[src/rtl/fcl_pkg.sv]
package fcl_pkg;
  typedef enum logic [1:0] {
    A_DIV  = 2'd0,
    A_STAT = 2'd1,
    A_IDX  = 2'd2,
    A_PAR  = 2'd3
  } reg_sel_e;

  typedef enum logic [1:0] {
    V_GO  = 2'd0,
    V_ACC = 2'd1,
    V_PV  = 2'd2
  } verdict_e;

  localparam logic [7:0] OP_VERIFY = 8'h01;
  localparam logic [7:0] OP_PROG   = 8'h02;
  localparam logic [7:0] OP_ERASE  = 8'h03;

  localparam int ST_DONE = 7;
  localparam int ST_ACC  = 5;
  localparam int ST_PV   = 4;
  localparam int DIV_LD  = 7;
endpackage

[src/rtl/fcl_cmd_check.sv]
module fcl_cmd_check
  import fcl_pkg::*;
#(
  parameter int DW = 16,
  parameter logic [DW-1:0] PROT_LIMIT = 16'hC000
) (
  input  logic [7:0]    op,
  input  logic [DW-1:0] target,
  input  logic          div_loaded,
  output verdict_e      verdict
);
  always_comb begin
    unique case (op)
      OP_VERIFY: verdict = V_GO;
      OP_PROG, OP_ERASE: begin
        if (!div_loaded)               verdict = V_ACC;
        else if (target >= PROT_LIMIT) verdict = V_PV;
        else                           verdict = V_GO;
      end
      default: verdict = V_ACC;
    endcase
  end
endmodule

[src/rtl/fcl_param_bank.sv]
module fcl_param_bank #(
  parameter int DW      = 16,
  parameter int NW      = 6,
  parameter int IW      = 3,
  parameter int RES_IDX = 5
) (
  input  logic          clk,
  input  logic          rst_n,
  input  logic          host_we,
  input  logic [IW-1:0] idx,
  input  logic [DW-1:0] host_wdata,
  input  logic          res_we,
  input  logic [DW-1:0] res_data,
  output logic [DW-1:0] rd_data,
  output logic [DW-1:0] w0_o,
  output logic [DW-1:0] w1_o,
  output logic [DW-1:0] w2_o
);
  logic [DW-1:0] word_q [NW];

  for (genvar i = 0; i < NW; i++) begin : g_word
    always_ff @(posedge clk or negedge rst_n) begin
      if (!rst_n)
        word_q[i] <= '0;
      else if (res_we && (i == RES_IDX))
        word_q[i] <= res_data;
      else if (host_we && (idx == IW'(i)))
        word_q[i] <= host_wdata;
    end
  end

  always_comb begin
    rd_data = '0;
    for (int i = 0; i < NW; i++)
      if (idx == IW'(i)) rd_data = word_q[i];
  end

  assign w0_o = word_q[0];
  assign w1_o = word_q[1];
  assign w2_o = word_q[2];
endmodule

[src/rtl/fcl_stub_engine.sv]
module fcl_stub_engine #(
  parameter int DW  = 16,
  parameter int LAT = 8
) (
  input  logic          clk,
  input  logic          rst_n,
  input  logic          req_valid,
  output logic          req_ready,
  input  logic [DW-1:0] w0,
  input  logic [DW-1:0] w1,
  input  logic [DW-1:0] w2,
  output logic          rsp_valid,
  output logic [DW-1:0] rsp_data
);
  localparam int CW = (LAT > 1) ? $clog2(LAT) : 1;

  logic          busy_q;
  logic [CW-1:0] cnt_q;
  logic [DW-1:0] res_q;

  assign req_ready = !busy_q;
  assign rsp_valid = busy_q && (cnt_q == '0);
  assign rsp_data  = res_q;

  always_ff @(posedge clk or negedge rst_n) begin
    if (!rst_n) begin
      busy_q <= 1'b0;
      cnt_q  <= '0;
      res_q  <= '0;
    end else if (req_valid && req_ready) begin
      busy_q <= 1'b1;
      cnt_q  <= CW'(LAT - 1);
      res_q  <= w0 + w1 + w2;
    end else if (busy_q) begin
      if (cnt_q == '0) busy_q <= 1'b0;
      else             cnt_q  <= cnt_q - 1'b1;
    end
  end
endmodule

[src/rtl/fcmd_launch_ctrl.sv]
module fcmd_launch_ctrl
  import fcl_pkg::*;
#(
  parameter int DW      = 16,
  parameter int NW      = 6,
  parameter int IW      = 3,
  parameter int DIVW    = 7,
  parameter int LAT     = 8,
  parameter int RES_IDX = 5,
  parameter logic [DW-1:0] PROT_LIMIT = 16'hC000
) (
  input  logic          clk,
  input  logic          rst_n,
  input  logic          reg_we,
  input  logic [1:0]    reg_addr,
  input  logic [DW-1:0] reg_wdata,
  output logic [DW-1:0] reg_rdata
);
  localparam int OPW = 8;

  logic            wr_div, wr_stat, wr_idx, wr_par;
  logic [DIVW-1:0] div_q;
  logic            div_ld_q;
  logic [IW-1:0]   idx_q;
  logic            cc_q, acc_q, pv_q;
  logic            launch_try, req_valid, req_ready, rsp_valid;
  logic            acc_set, pv_set;
  logic [DW-1:0]   par_rd, rsp_data, w0, w1, w2;
  logic [OPW-1:0]  op_w;
  verdict_e        verdict;

  assign wr_div  = reg_we && (reg_addr == A_DIV);
  assign wr_stat = reg_we && (reg_addr == A_STAT);
  assign wr_idx  = reg_we && (reg_addr == A_IDX);
  assign wr_par  = reg_we && (reg_addr == A_PAR);
  assign op_w    = w0[DW-1 -: OPW];

  fcl_cmd_check #(.DW(DW), .PROT_LIMIT(PROT_LIMIT)) u_check (
    .op(op_w), .target(w1), .div_loaded(div_ld_q), .verdict(verdict)
  );

  assign launch_try = wr_stat && reg_wdata[ST_DONE] && cc_q && !acc_q && !pv_q;
  assign req_valid  = launch_try && (verdict == V_GO);
  assign acc_set    = launch_try && (verdict == V_ACC);
  assign pv_set     = launch_try && (verdict == V_PV);

  fcl_param_bank #(.DW(DW), .NW(NW), .IW(IW), .RES_IDX(RES_IDX)) u_bank (
    .clk(clk), .rst_n(rst_n),
    .host_we(wr_par && cc_q), .idx(idx_q), .host_wdata(reg_wdata),
    .res_we(rsp_valid), .res_data(rsp_data),
    .rd_data(par_rd), .w0_o(w0), .w1_o(w1), .w2_o(w2)
  );

  fcl_stub_engine #(.DW(DW), .LAT(LAT)) u_engine (
    .clk(clk), .rst_n(rst_n),
    .req_valid(req_valid), .req_ready(req_ready),
    .w0(w0), .w1(w1), .w2(w2),
    .rsp_valid(rsp_valid), .rsp_data(rsp_data)
  );

  always_ff @(posedge clk or negedge rst_n) begin
    if (!rst_n) begin
      div_q    <= '0;
      div_ld_q <= 1'b0;
      idx_q    <= '0;
      cc_q     <= 1'b1;
      acc_q    <= 1'b0;
      pv_q     <= 1'b0;
    end else begin
      if (wr_div) begin
        div_q    <= reg_wdata[DIVW-1:0];
        div_ld_q <= 1'b1;
      end
      if (wr_idx) idx_q <= reg_wdata[IW-1:0];
      if (rsp_valid)                   cc_q <= 1'b1;
      else if (req_valid && req_ready) cc_q <= 1'b0;
      acc_q <= (acc_q && !(wr_stat && reg_wdata[ST_ACC])) || acc_set;
      pv_q  <= (pv_q  && !(wr_stat && reg_wdata[ST_PV]))  || pv_set;
    end
  end

  always_comb begin
    reg_rdata = '0;
    unique case (reg_addr)
      A_DIV: begin
        reg_rdata[DIVW-1:0] = div_q;
        reg_rdata[DIV_LD]   = div_ld_q;
      end
      A_STAT: begin
        reg_rdata[ST_DONE] = cc_q;
        reg_rdata[ST_ACC]  = acc_q;
        reg_rdata[ST_PV]   = pv_q;
      end
      A_IDX:   reg_rdata[IW-1:0] = idx_q;
      default: reg_rdata = par_rd;
    endcase
  end
endmodule

[config.mk]
export PLATFORM = sky130hd
export DESIGN_NAME = fcmd_launch_ctrl
export DESIGN_NICKNAME = d
export VERILOG_FILES = /design/src/rtl/fcl_pkg.sv /design/src/rtl/fcl_cmd_check.sv /design/src/rtl/fcl_param_bank.sv /design/src/rtl/fcl_stub_engine.sv /design/src/rtl/fcmd_launch_ctrl.sv
export SDC_FILE = /design/constraint.sdc
export NUM_CORES = 1
export LEC_CHECK = 0
export BUFFER_PORTS_ARGS = -buffer_cell sky130_fd_sc_hd__buf_2
export CAP_MARGIN = 10
export CORE_MARGIN = 8
export CORE_UTILIZATION = 30
export CTS_CLUSTER_DIAMETER = 100
export DETAILED_ROUTE_END_ITERATION = 10
export PLACE_DENSITY = 0.56
export RECOVER_POWER = 25
export SYNTH_ARGS = -nofsm -noshare
export SYNTH_HDL_FRONTEND = slang
export SYNTH_SLANG_ARGS = --single-unit
[constraint.sdc]
create_clock -name clk -period 3.7 [get_ports clk]
set_clock_uncertainty 0.1 [all_clocks]
set_input_delay 0.37 -clock clk [delete_from_list [all_inputs] [get_ports clk]]
set_output_delay 0.37 -clock clk [all_outputs]
set_load 0.1 [all_outputs]
After elaboration in Yosys (flattened, before gate mapping). Cells that the tools add are included.

Add/subtract/negate cells: 3. $lt $le $gt $ge: 1. Eq/ne operators: 14. Muxes and demuxes: 25. Reductions and logical operators: 42.

Operator list (count): 2-to-1 mux 16 bit (8); adder 16 bit (2); logical AND 1 bit (24); equality test 8 x 2 -> 1 bit (second input constant) (2); greater-or-equal comparator 16 bit (second input constant) (1); 2-to-1 mux 3 bit (3); one-hot mux 3 bit (3 select lines) (1); equality test 8 x 1 -> 1 bit (second input constant) (1); 2-to-1 mux 8 bit (1); equality test 2 bit (second input constant) (3); equality test 3 x 2 -> 1 bit (second input constant) (2); equality test 3 bit (second input constant) (2); logical NOT 3 bit (2); one-hot mux 2 bit (3 select lines) (1); nonzero test 2 bit (3); logical NOT 1 bit (5); 2-to-1 mux 1 bit (5); equality test 2 x 1 -> 1 bit (second input constant) (2); logical NOT 2 bit (2); 2-to-1 mux 2 bit (2); one-hot mux 1 bit (2 select lines) (2); one-hot mux 2 bit (2 select lines) (1); OR reduction 2 bit (2); equality test 3 x 1 -> 1 bit (second input constant) (1); other kinds (6) (7).

Register bits: 130. Bits of input ports: 21. Word-level logic and storage cells: 100.

Logic depth before layout (Yosys ltp). Gate-level depths: netlist of run 1.

Depth after elaboration: 10. Gate-level depth with buffers: 11. Depth with buffers taken out: 11.

By module. A second synthesis of run 1 with hierarchy kept.

Cells, all modules: 659. Area total of the unflattened synthesis: 7782.5 um^2.

By module, submodules not included: fcl_param_bank (instances 1, cells an instance 384, area each 5038.6 um^2, seq. area each 2402.3 um^2); fcl_stub_engine (instances 1, cells an instance 198, area each 1860.5 um^2, seq. area each 500.5 um^2); fcmd_launch_ctrl (instances 1, cells an instance 72, area each 842.1 um^2, seq. area each 351.6 um^2); fcl_cmd_check (instances 1, cells an instance 5, area each 41.3 um^2, seq. area each 0.0 um^2).

Least setup slack after synthesis of run 1. Ideal clock, no wire load.

Kind: flip-flop to output port. Start: reg idx_q[2]. End: out reg_rdata[14]. Arrival: 3.598 ns. Setup slack: -0.368 ns. Stages on the path, launching flop included: 6. Path buffers: 2. Cells stage by stage: dfrtp_1 -> clkbuf_1 -> nor2_1 -> clkbuf_1 -> a221oi_1 -> a211oi_1.

Longest elaborated chain between the ends: 8. Elaborated cells between the ends (all ways): 13. Classes of those cells: 5 x eq/ne; 7 x mux; 1 x reduce/logical.

Ends and longest elaborated chain: start: declaration (RTL line fcmd_launch_ctrl.sv:24) `logic [IW-1:0] idx_q;`; start signal: assignment (RTL line fcmd_launch_ctrl.sv:74) `if (wr_idx) idx_q <= reg_wdata[IW-1:0];`; logical NOT 3 bit (RTL line fcl_param_bank.sv:35) `if (idx == IW'(i)) rd_data = word_q[i];`; 2-to-1 mux 16 bit (5 in series) (RTL line fcl_param_bank.sv:35); 2-to-1 mux 16 bit (*) (RTL line fcl_param_bank.sv:35); 2-to-1 mux 8 bit (*) (RTL line fcmd_launch_ctrl.sv:84) `unique case (reg_addr)`; end: declaration (RTL line fcmd_launch_ctrl.sv:17) `output logic [DW-1:0] reg_rdata`.

Mark *: on every way between the ends. The rest lies on a longest branch, timed or not.

Worst setup path after layout of run 1.
Start: reg idx_q[0]. End: out reg_rdata[6].

Longest elaborated chain between the ends: 8. Elaborated cells between the ends (all ways): 13. Classes of those cells: 5 x eq/ne; 7 x mux; 1 x reduce/logical.

Ends and longest elaborated chain (RTL line): logical NOT 3 bit (fcl_param_bank.sv:35); 2-to-1 mux 16 bit (5 in series) (fcl_param_bank.sv:35); 2-to-1 mux 16 bit (*) (fcl_param_bank.sv:35); one-hot mux 1 bit (2 select lines) (*) (fcmd_launch_ctrl.sv:84).

Marks and branches as above.

==> results of run 1 <==
## state kept, by name, indices dropped and copies added, names as in the netlist
signal             cells
div_q                  7
u_bank.w2_o           16
div_ld_q               1
idx_q                  3
u_engine.rsp_data     16
u_engine.busy_q        1
u_engine.cnt_q         3
u_bank.w1_o           16
u_bank.w0_o           16
pv_q                   1
cc_q                   1
acc_q                  1
u_bank.word_q         48
## how the worst max path moves through the flow
stage / to / cells past startpoint / startpoint / slack [ps]
floorplan: reg_rdata[10] / 5 / idx_q[2] / -350
global placement: u_engine.rsp_data[13] / 10 / u_bank.w2_o[1] / 790
detailed placement: u_engine.rsp_data[13] / 10 / u_bank.w2_o[1] / 750
CTS: reg_rdata[6] / 4 / idx_q[0] / 410
global route: reg_rdata[5] / 5 / idx_q[0] / 300
finish: reg_rdata[6] / 4 / idx_q[0] / 480
## metal layers
metal	up-vias	part of all wire [%]	track usage, %
met4	0	1.9	5.45
met2	76	48	22.0
met1	2502	47	18.0
li1	2299	-	-
met5	-	0	0
met3	19	2.7	2.43
## kinds of logic (layout without fill, tap and decap cells)
kind of cell | count (synthesis) | in the layout | share of synthesized area, %
flops | 130 | 130 | 45.8
compound gates | 130 | 130 | 11.6
mux | 138 | 138 | 22.3
simple gates | 118 | 118 | 8.45
buf+inv | 48 | 102 | 3.15
fa+ha+maj | 32 | 32 | 7.33
xor+xnor | 11 | 11 | 1.36
## synth_stat cells (all sizes together), types with 4 or more instances
library cell,number
nand2,61
fa,16
a21oi,24
ha,16
nor3,5
mux2i,35
a211oi,15
xnor2,4
xor2,7
nor2,22
inv,15
nand3,5
buf,17
nand2b,4
mux4,4
o22ai,5
mux2,99
o21ai,46
clkbuf,16
a221oi,11
dfrtp,129
o211ai,5
## final cells by class
| type | count | area share [%] |
|---|---|---|
| clock buffer | 21 | 5.42 |
| multi-input combinational | 429 | 42.8 |
| timing repair buffer | 56 | 5.75 |
| clock inverter | 10 | 2.41 |
| sequential | 130 | 38.3 |
| inverter | 15 | 0.662 |
| tap | 319 | 4.69 |
## power breakdown
group	internal, uW	switching [uW]
registers	2000	505
logic	1560	1930
clock network	1290	620
total	4850	3060
## worst reg2reg max path, stage by stage (launching register included)
cell      delay [ps]
dfrtp_1          400
fa_1             550
ha_1             200
inv_1             70
fa_1             390
nand2b_1         170
a21oi_1          140
buf_4            150
o21ai_0          170
o2111a_1         280
a221o_1          250
## through the flow
| step | instance area, um2 | instances |
|---|---|---|
| 6_report | 8500 | 980 |
| 5_1_grt | 8500 | 980 |
| 4_1_cts | 8510 | 980 |
| 3_5_place_dp | 7840 | 948 |
| 3_3_place_gp | 7840 | 948 |
| 2_1_floorplan | 7110 | 607 |
==> results.ini, run 1 <==
[setup_path]
r2r_slack_ps = 720
crit_fanout = 37
cp-start-kind = flop
end_kind = primary output
crit_chain = mux4_2 -> a22oi_1 -> o21ai_1 -> buf_12
r2r_cells = 10
worstSetupPathType = reg -> out
cp_data_arrival_time_ps = 2750
cp_top_family = flip-flops
max_stage_delay_ps = 1040
r2r_start = u_bank.w2_o[1]
cp_slowest_cell = dfrtp_2
crit_buf_inv = 1
worstPathRequired_ps = 3230
timing.rr.end = u_engine.rsp_data[13]

[synth]
avgSynthCellArea_um2 = 11.7
synthCells = 607
syn_area_um2 = 7110
synth_seq_area_share_pct = 45.8
yosys.cell_types.count = 62
yosysTopAreaCell = dfrtp_1
syn_nets = 660
ys.flop_type = dfrtp_1
post-synth-top-area-fraction_pct = 45.4
ys_seq_elements = 130
synth_edf_count = 0
synth_warnings = 0
async_flop_share_pct = 100
yosys-top-cells-area = dfrtp_1, mux2_2, mux2i_1

[sta]
max_freq_mhz = 310
layout_setup_ws_ps = 477
whs_ps = 156
slew_headroom_pct = -41.6
tns_ps = 0
drv_slew = 79
fin_crit_sh_pct = 87.1
hold_viol_final = 0
worst_pin_slew_ps = 2120
setup_viol = 0
period_needed_ps = 3220
rsz0062_at_grt = false

[power]
ir_worst_vdd_mv = 0.417
cellPowerDensity_nw_per_um2 = 930
total_power_uw = 7900
cellLeakagePower_uw = 0.00383

[placed_design]
dp_slack_ps = 752
place_congestion = 0.820
numPortBuffers = 36
dp_hpwl_mm = 13.1

[grt]
grtUsageTotal_pct = 13.7
antenna_found_initial = 0
grt_pass1_vias = 5135
grt_max_degree = 80
grt_pass1_wl_mm = 30.2
grt_overflow_total = 0

[layout]
mostFrequentLayoutCell = dfrtp_1
n_antenna_cell = 0
synthToLayoutAreaGrowth_pct = 19.7
layout-drive-gt1-share_pct = 30.0
final_cell_mix = dfrtp_1, mux2_2, nand2_1
num-fill-cells = 2295
finish.utilization_pct = 36.4
ff_latch_area_um2 = 3260
multi_input_area_um2 = 3640
nNetsFinal = 702

[cts]
cts_resized = 0
cts_root_buf = clkbuf_16
cts_tree = built
clk_pin_slew_ps = 60
ctsHoldBuffers = 1
clock_latency_ps = 420
cts_sinks = 130
cts_buffers = 17
clk_path_buf_depth = 2
postCtsSetupRepairBufs = 0
h-tree-depth = 4

[floorplanning]
die_w_um = 170
core_um2 = 23300
io_pins = 37
core.rowCount = 56
start_util_pct = 30.5
dieArea_um2 = 28900
die_y_um = 170

[min_path]
hold_path_class = in -> reg
whs_endpoint = u_bank.w1_o[14]
hp-start = reg_wdata[14]
hold_path_depth = 2

[routing]
dr.pass1.iters = 4
drc = 0
vias_per_cell = 5.00
routed_wl_mm = 18.6
ant_nets = 0
vias = 4896
wire_per_inst_um = 19.0
drt-initial-drc-count = 345

[flow_run]
drv_cap = 1

[status]
status = finished, violations left
violations = capacitance limit, slew limit

Note: power is estimated with default switching activity, not from simulation.
==> run 2, diff against run 1 <==
--- a/config.mk
+++ b/config.mk
@@ -7,11 +7,13 @@
 export LEC_CHECK = 0
 export BUFFER_PORTS_ARGS = -buffer_cell sky130_fd_sc_hd__buf_2
 export CAP_MARGIN = 10
+export CELL_PAD_IN_SITES_DETAIL_PLACEMENT = 1
+export CELL_PAD_IN_SITES_GLOBAL_PLACEMENT = 1
 export CORE_MARGIN = 8
 export CORE_UTILIZATION = 30
 export CTS_CLUSTER_DIAMETER = 100
 export DETAILED_ROUTE_END_ITERATION = 10
-export PLACE_DENSITY = 0.56
+export PLACE_DENSITY = 0.64
 export RECOVER_POWER = 25
 export SYNTH_ARGS = -nofsm -noshare
 export SYNTH_HDL_FRONTEND = slang
==> run 2 against run 1 <==
  * The flow still finishes with violations (capacitance limit, slew limit)
  * Via count is 5.2% higher
  * Routed wire length is 16% higher
  * Register-to-register slack worse by 90 ps
  * Sequential share of layout area hardly changed
  * Hold slack hardly changed
  * Global-route usage is 2.0 points higher
  * Count of clock-buffer cells in the layout is 1 higher
  * Non-clock buffer count stayed put
  * Combinational power is 5% higher
  * Sequential cell count stayed put
  * Critical path depth is 2 higher
  * Fmax is 1.7% lower
  * Highest routed layer is now met5
==> results.ini, run 2 (same netlist as run 1, synthesis figures left out) <==
[routing]
ant_nets = 0  ; unchanged
vias_per_cell = 5.25  ; was 5.00
drc = 0  ; unchanged
dr.pass1.iters = 4  ; unchanged
wire_per_inst_um = 22.0  ; was 19.0 um
vias = 5149  ; was 4,896
drt-initial-drc-count = 283  ; was 345
routed_wl_mm = 21.6  ; was 18.6 mm

[flow_run]
drv_cap = 1  ; unchanged

[placed_design]
dp_slack_ps = 660  ; was 752 ps
place_congestion = 0.827  ; was 0.820
place_inst = 949  ; was 948
dp_hpwl_mm = 14.6  ; was 13.1 mm
numPortBuffers = 36  ; unchanged

[cts]
clock_latency_ps = 430  ; was 420 ps
cts_buffers = 17  ; unchanged
h-tree-depth = 4  ; unchanged
clk_pin_slew_ps = 60  ; about the same
cts_sinks = 130  ; unchanged
clk_path_buf_depth = 2  ; unchanged
cts_resized = 0  ; unchanged
ctsHoldBuffers = 0  ; was 1
postCtsSetupRepairBufs = 0  ; unchanged
cts_root_buf = clkbuf_16  ; unchanged
cts_tree = built  ; unchanged

[setup_path]
worstSetupPathType = reg -> out  ; unchanged
crit_fanout = 10  ; was 37
worstPathRequired_ps = 3230  ; about the same
r2r_slack_ps = 630  ; was 720 ps
cp-start-kind = flop  ; unchanged
end_kind = primary output  ; unchanged
timing.rr.end = u_engine.rsp_data[13]  ; unchanged
cp_data_arrival_time_ps = 2810  ; was 2750 ps
r2r_start = u_bank.w2_o[8]  ; was u_bank.w2_o[1]
r2r_cells = 7  ; was 10

[layout]
largest_register_ffs = 48  ; unchanged
layout-drive-gt1-share_pct = 30.2  ; was 30.0%
final_cell_mix = dfrtp_1, mux2_2, nand2_1  ; unchanged
synthToLayoutAreaGrowth_pct = 19.6  ; was 19.7%
largest_register = u_bank.word_q  ; unchanged
finish.utilization_pct = 36.4  ; about the same
n_antenna_cell = 0  ; unchanged
instances_no_fill = 981  ; was 980
nNetsFinal = 702  ; unchanged
mostFrequentLayoutCell = dfrtp_1  ; unchanged

[grt]
grt_max_degree = 109  ; was 80
grt_overflow_total = 0  ; unchanged
antenna_found_initial = 1  ; was 0
grt_pass1_vias = 5732  ; was 5,135
grtUsageTotal_pct = 15.7  ; was 13.7%
grt_pass1_wl_mm = 34.4  ; was 30.2 mm

[sta]
setup_viol = 0  ; unchanged
hold_viol_final = 0  ; unchanged
slew_headroom_pct = -90.0  ; was -41.6%
drv_slew = 109  ; was 79
max_freq_mhz = 305  ; was 310 MHz
worst_pin_slew_ps = 2850  ; was 2120 ps
layout_setup_ws_ps = 421  ; was 477 ps
rsz0062_at_grt = false  ; unchanged
whs_ps = 156  ; about the same
period_needed_ps = 3280  ; was 3220 ps
fin_crit_sh_pct = 88.6  ; was 87.1%

[floorplanning]
core.rowCount = 56  ; unchanged
core_um2 = 23300  ; unchanged
io_pins = 37  ; unchanged
die_w_um = 170  ; unchanged
die_y_um = 170  ; unchanged
dieArea_um2 = 28900  ; unchanged
start_util_pct = 30.5  ; unchanged

[min_path]
whs_endpoint = u_bank.w2_o[12]  ; was u_bank.w1_o[14]
hold_path_depth = 2  ; unchanged
hp-start = reg_wdata[12]  ; was reg_wdata[14]
hold_path_class = in -> reg  ; unchanged

[power]
cellPowerDensity_nw_per_um2 = 953  ; was 930 nW/um2
ir_worst_vdd_mv = 0.426  ; was 0.417 mV
cellLeakagePower_uw = 0.00384  ; was 0.00383 uW

[status]
status = finished, violations left  ; unchanged
violations = capacitance limit, slew limit  ; unchanged

-- run 2: critical path: stages (launching register included) --
cell	delay, ps
dfrtp_1	650
buf_4	300
nand2b_1	470
nor2_1	100
a221oi_1	390
o22ai_1	150
buf_2	320
-- run 2: area by class of cell --
class | count | area (um2)
tap | 319 | 399
timing repair buffer | 56 | 478
fill | 2477 | 14800
sequential | 130 | 3260
clock inverter | 10 | 204
multi-input combinational | 429 | 3640
clock buffer | 22 | 464
inverter | 15 | 56.3
-- run 2: stage by stage --
step | setup TNS [ps] | area [um2] | total power [uW]
final | 0 | 8500 | 8100
after global routing | 0 | 8500 | 8640
after CTS | 0 | 8510 | 8140
after detailed placement | 0 | 7840 | 6100
after global placement | 0 | 7840 | 5940
after floorplan | -2440 | 7110 | 5010
-- run 2: routing by layer --
metal / wire [um] / GRT usage [%] / vias up
met5: 13 / 0 / -
met4: 694 / 7.13 / 2
met3: 915 / 3.22 / 46
met2: 10800 / 26.5 / 91
met1: 9160 / 19.1 / 2715
li1: - / - / 2295
-- run 2: how the worst max path moves through the flow --
stage / start / endpoint / slack, ps / depth (start not counted)
2_1_floorplan: idx_q[2] / reg_rdata[10] / -350 / 5
3_3_place_gp: u_bank.w2_o[1] / u_engine.rsp_data[13] / 750 / 9
3_5_place_dp: u_bank.w2_o[8] / u_engine.rsp_data[13] / 660 / 7
4_1_cts: idx_q[1] / reg_rdata[5] / 410 / 6
5_1_grt: rst_n / idx_q[0] / 340 / 1
6_report: idx_q[1] / reg_rdata[5] / 420 / 6
-- run 2: report_power, final --
group	leakage (uW)	total, uW	switching (uW)	internal [uW]
clock network	0.000328	1930	631	1300
logic	0.00186	3650	2080	1570
registers	0.00166	2520	526	2000
total	0.00384	8100	3240	4870
==> run 3, diff against run 2 <==
==> constraint.sdc (replaced) <==
create_clock -name clk -period 4.1 [get_ports clk]
set_clock_uncertainty 0.1 [all_clocks]
set_input_delay 0.41 -clock clk [delete_from_list [all_inputs] [get_ports clk]]
set_output_delay 0.41 -clock clk [all_outputs]
set_load 0.1 [all_outputs]
==> run 3 against run 2 <==
  * The flow still finishes with violations (capacitance limit, slew limit)
  * Sequential share of layout area rose by 0.79 points
  * Cell count down 0.82%
  * Routed wire length fell by 5.5%
  * First-iteration DRC count decreased by 11%
==> results.ini, run 3 (same netlist as run 1, synthesis figures left out) <==
[placed_design]
dp_hpwl_mm = 14.6  ; about the same
place_area_um2 = 7770  ; was 7840 um2
place_congestion = 0.833  ; was 0.827
dp_slack_ps = 849  ; was 660 ps
numPortBuffers = 36  ; unchanged

[setup_path]
worstPathRequired_ps = 3590  ; was 3230 ps
crit_fanout = 36  ; was 10
end_kind = primary output  ; unchanged
cp_slowest_cell = dfrtp_2  ; was dfrtp_1
worstSetupPathType = reg -> out  ; unchanged
cp-start-kind = flop  ; unchanged
crit_chain = mux4_2 -> a22oi_1 -> o21ai_0 -> buf_12  ; was buf_4 -> nand2b_1 -> nor2_1 -> a221oi_1 -> o22ai_1 -> buf_2
cp_data_arrival_time_ps = 2940  ; was 2810 ps
max_stage_delay_ps = 1050  ; was 650 ps
cp_top_family = flip-flops  ; unchanged
crit_buf_inv = 1  ; was 2

[layout]
largest_register = u_bank.word_q  ; unchanged
nNetsFinal = 696  ; was 702
num-fill-cells = 2512  ; was 2,477
final_cell_mix = dfrtp_1, mux2_2, nand2_1  ; unchanged
largest_register_ffs = 48  ; unchanged
mostFrequentLayoutCell = dfrtp_1  ; unchanged
synthToLayoutAreaGrowth_pct = 17.2  ; was 19.6%
layout-drive-gt1-share_pct = 29.2  ; was 30.2%
final_area_um2 = 8330  ; was 8500 um2
n_antenna_cell = 0  ; unchanged

[flow_run]
drv_cap = 1  ; unchanged

[floorplanning]
start_util_pct = 30.5  ; unchanged
core_um2 = 23300  ; unchanged
dieArea_um2 = 28900  ; unchanged
io_pins = 37  ; unchanged
die_w_um = 170  ; unchanged
die_y_um = 170  ; unchanged
core.rowCount = 56  ; unchanged

[grt]
grt_max_degree = 87  ; was 109
grt_pass1_wl_mm = 33.6  ; was 34.4 mm
antenna_found_initial = 2  ; was 1
grtUsageTotal_pct = 15.2  ; was 15.7%
grt_pass1_vias = 5738  ; was 5,732
grt_overflow_total = 0  ; unchanged

[sta]
slew_headroom_pct = -49.6  ; was -90.0%
hold_viol_final = 0  ; unchanged
worst_pin_slew_ps = 2240  ; was 2850 ps
setup_viol = 0  ; unchanged
fin_crit_sh_pct = 84.1
period_needed_ps = 3450
rsz0062_at_grt = false  ; unchanged
layout_setup_ws_ps = 650  ; was 421 ps
drv_slew = 87  ; was 109
max_freq_mhz = 290

[cts]
postCtsSetupRepairBufs = 0  ; unchanged
cts_tree = built  ; unchanged
ctsHoldBuffers = 0  ; unchanged
h-tree-depth = 4  ; unchanged
clk_path_buf_depth = 2  ; unchanged
clock_latency_ps = 430  ; about the same
cts_resized = 0  ; unchanged
cts_root_buf = clkbuf_16  ; unchanged
clk_pin_slew_ps = 60  ; about the same
cts_buffers = 17  ; unchanged
cts_sinks = 130  ; unchanged

[routing]
drt-initial-drc-count = 253  ; was 283
routed_wl_mm = 20.4  ; was 21.6 mm
dr.pass1.iters = 4  ; unchanged
wire_per_inst_um = 21.0  ; was 22.0 um
vias = 5014  ; was 5,149
ant_nets = 0  ; unchanged
drc = 0  ; unchanged
vias_per_cell = 5.15  ; was 5.25

[min_path]
hold_path_class = in -> reg  ; unchanged

[power]
switchingPower_uw = 2840  ; was 3240 uW
seqPwrFrac_pct = 32.9  ; was 31.2%
intPower_uw = 4120  ; was 4870 uW
cellPowerDensity_nw_per_um2 = 836  ; was 953 nW/um2
p_comb_share_pct = 45.9  ; was 45.1%
cellLeakagePower_uw = 0.00375  ; was 0.00384 uW
total_power_uw = 6970  ; was 8100 uW
pwr-share-clk_pct = 21.2  ; was 23.8%
ir_worst_vdd_mv = 0.330  ; was 0.426 mV
switching_share_pct = 40.8  ; was 39.9%

[status]
violations = capacitance limit, slew limit  ; unchanged
status = finished, violations left  ; unchanged

## run 3: cell count changes in the layout (fill, tap and decap cells not counted)
cell       previous run  this run
buf_12               10         9
clkbuf_1              3         4
o21ai_0              43        46
buf_4                19        14
a21boi_4              1         0
clkinv_4              1         0
clkbuf_8              2         3
a21boi_2              0         1
o21ai_1               3         0
clkinv_2              3         4
bufinv_16             6         2
## run 3: final cells by class
type                            instances  area, um2  share of cell area, %
Clock buffer                           24        482                   5.78
Multi-Input combinational cell        429       3640                   43.7
Sequential cell                       130       3260                   39.1
Clock inverter                          6       80.1                  0.961
Inverter                               15       56.3                  0.676
Tap cell                              319        399                   4.79
Timing Repair Buffer                   50        420                   5.05
## run 3: worst paths after layout
| kind | startpoint | endpoint | slack [ps] | cells after the start |
|---|---|---|---|---|
| setup / recovery | idx_q[0] | reg_rdata[6] | 650 | 4 |
| hold / removal | reg_wdata[11] | u_bank.word_q[43] | 210 | 2 |
| max in group asynchronous | rst_n | idx_q[0] | 1880 | 1 |
| hold reg to reg | u_engine.rsp_data[6] | u_engine.rsp_data[6] | 380 | 2 |
| min in group asynchronous | rst_n | u_bank.word_q[4] | 530 | 1 |
| setup reg to reg | u_bank.w2_o[1] | u_engine.rsp_data[13] | 800 | 9 |
## run 3: power groups by stage
stage / combinational [uW] / sequential (uW) / clock (uW)
finish: 3200 / 2290 / 1480
global placement: 3050 / 2280 / 0
CTS: 3210 / 2300 / 1500
global route: 3550 / 2370 / 1560
detailed placement: 3180 / 2310 / 0
floorplan: 2420 / 2100 / 0
## run 3: metrics by stage
stage               hold WS, ps  utilization [%]  setup TNS [ps]  std cells
floorplan                  14.4                -           -4.81        607
global placement            365             33.3               0        943
detailed placement          369             33.3               0        943
CTS                        1.17             35.7               0        973
global route                200             35.7               0        973
finish                      209             35.7               0        973
## run 3: metal layers
metal | vias to the layer above | GRT usage [%] | part of all wire (%)
met3 | 39 | 2.83 | 4.1
met5 | - | 0 | 0.12
met1 | 2610 | 18.8 | 43
li1 | 2281 | - | -
met4 | 4 | 7.48 | 3.1
met2 | 80 | 25.1 | 49
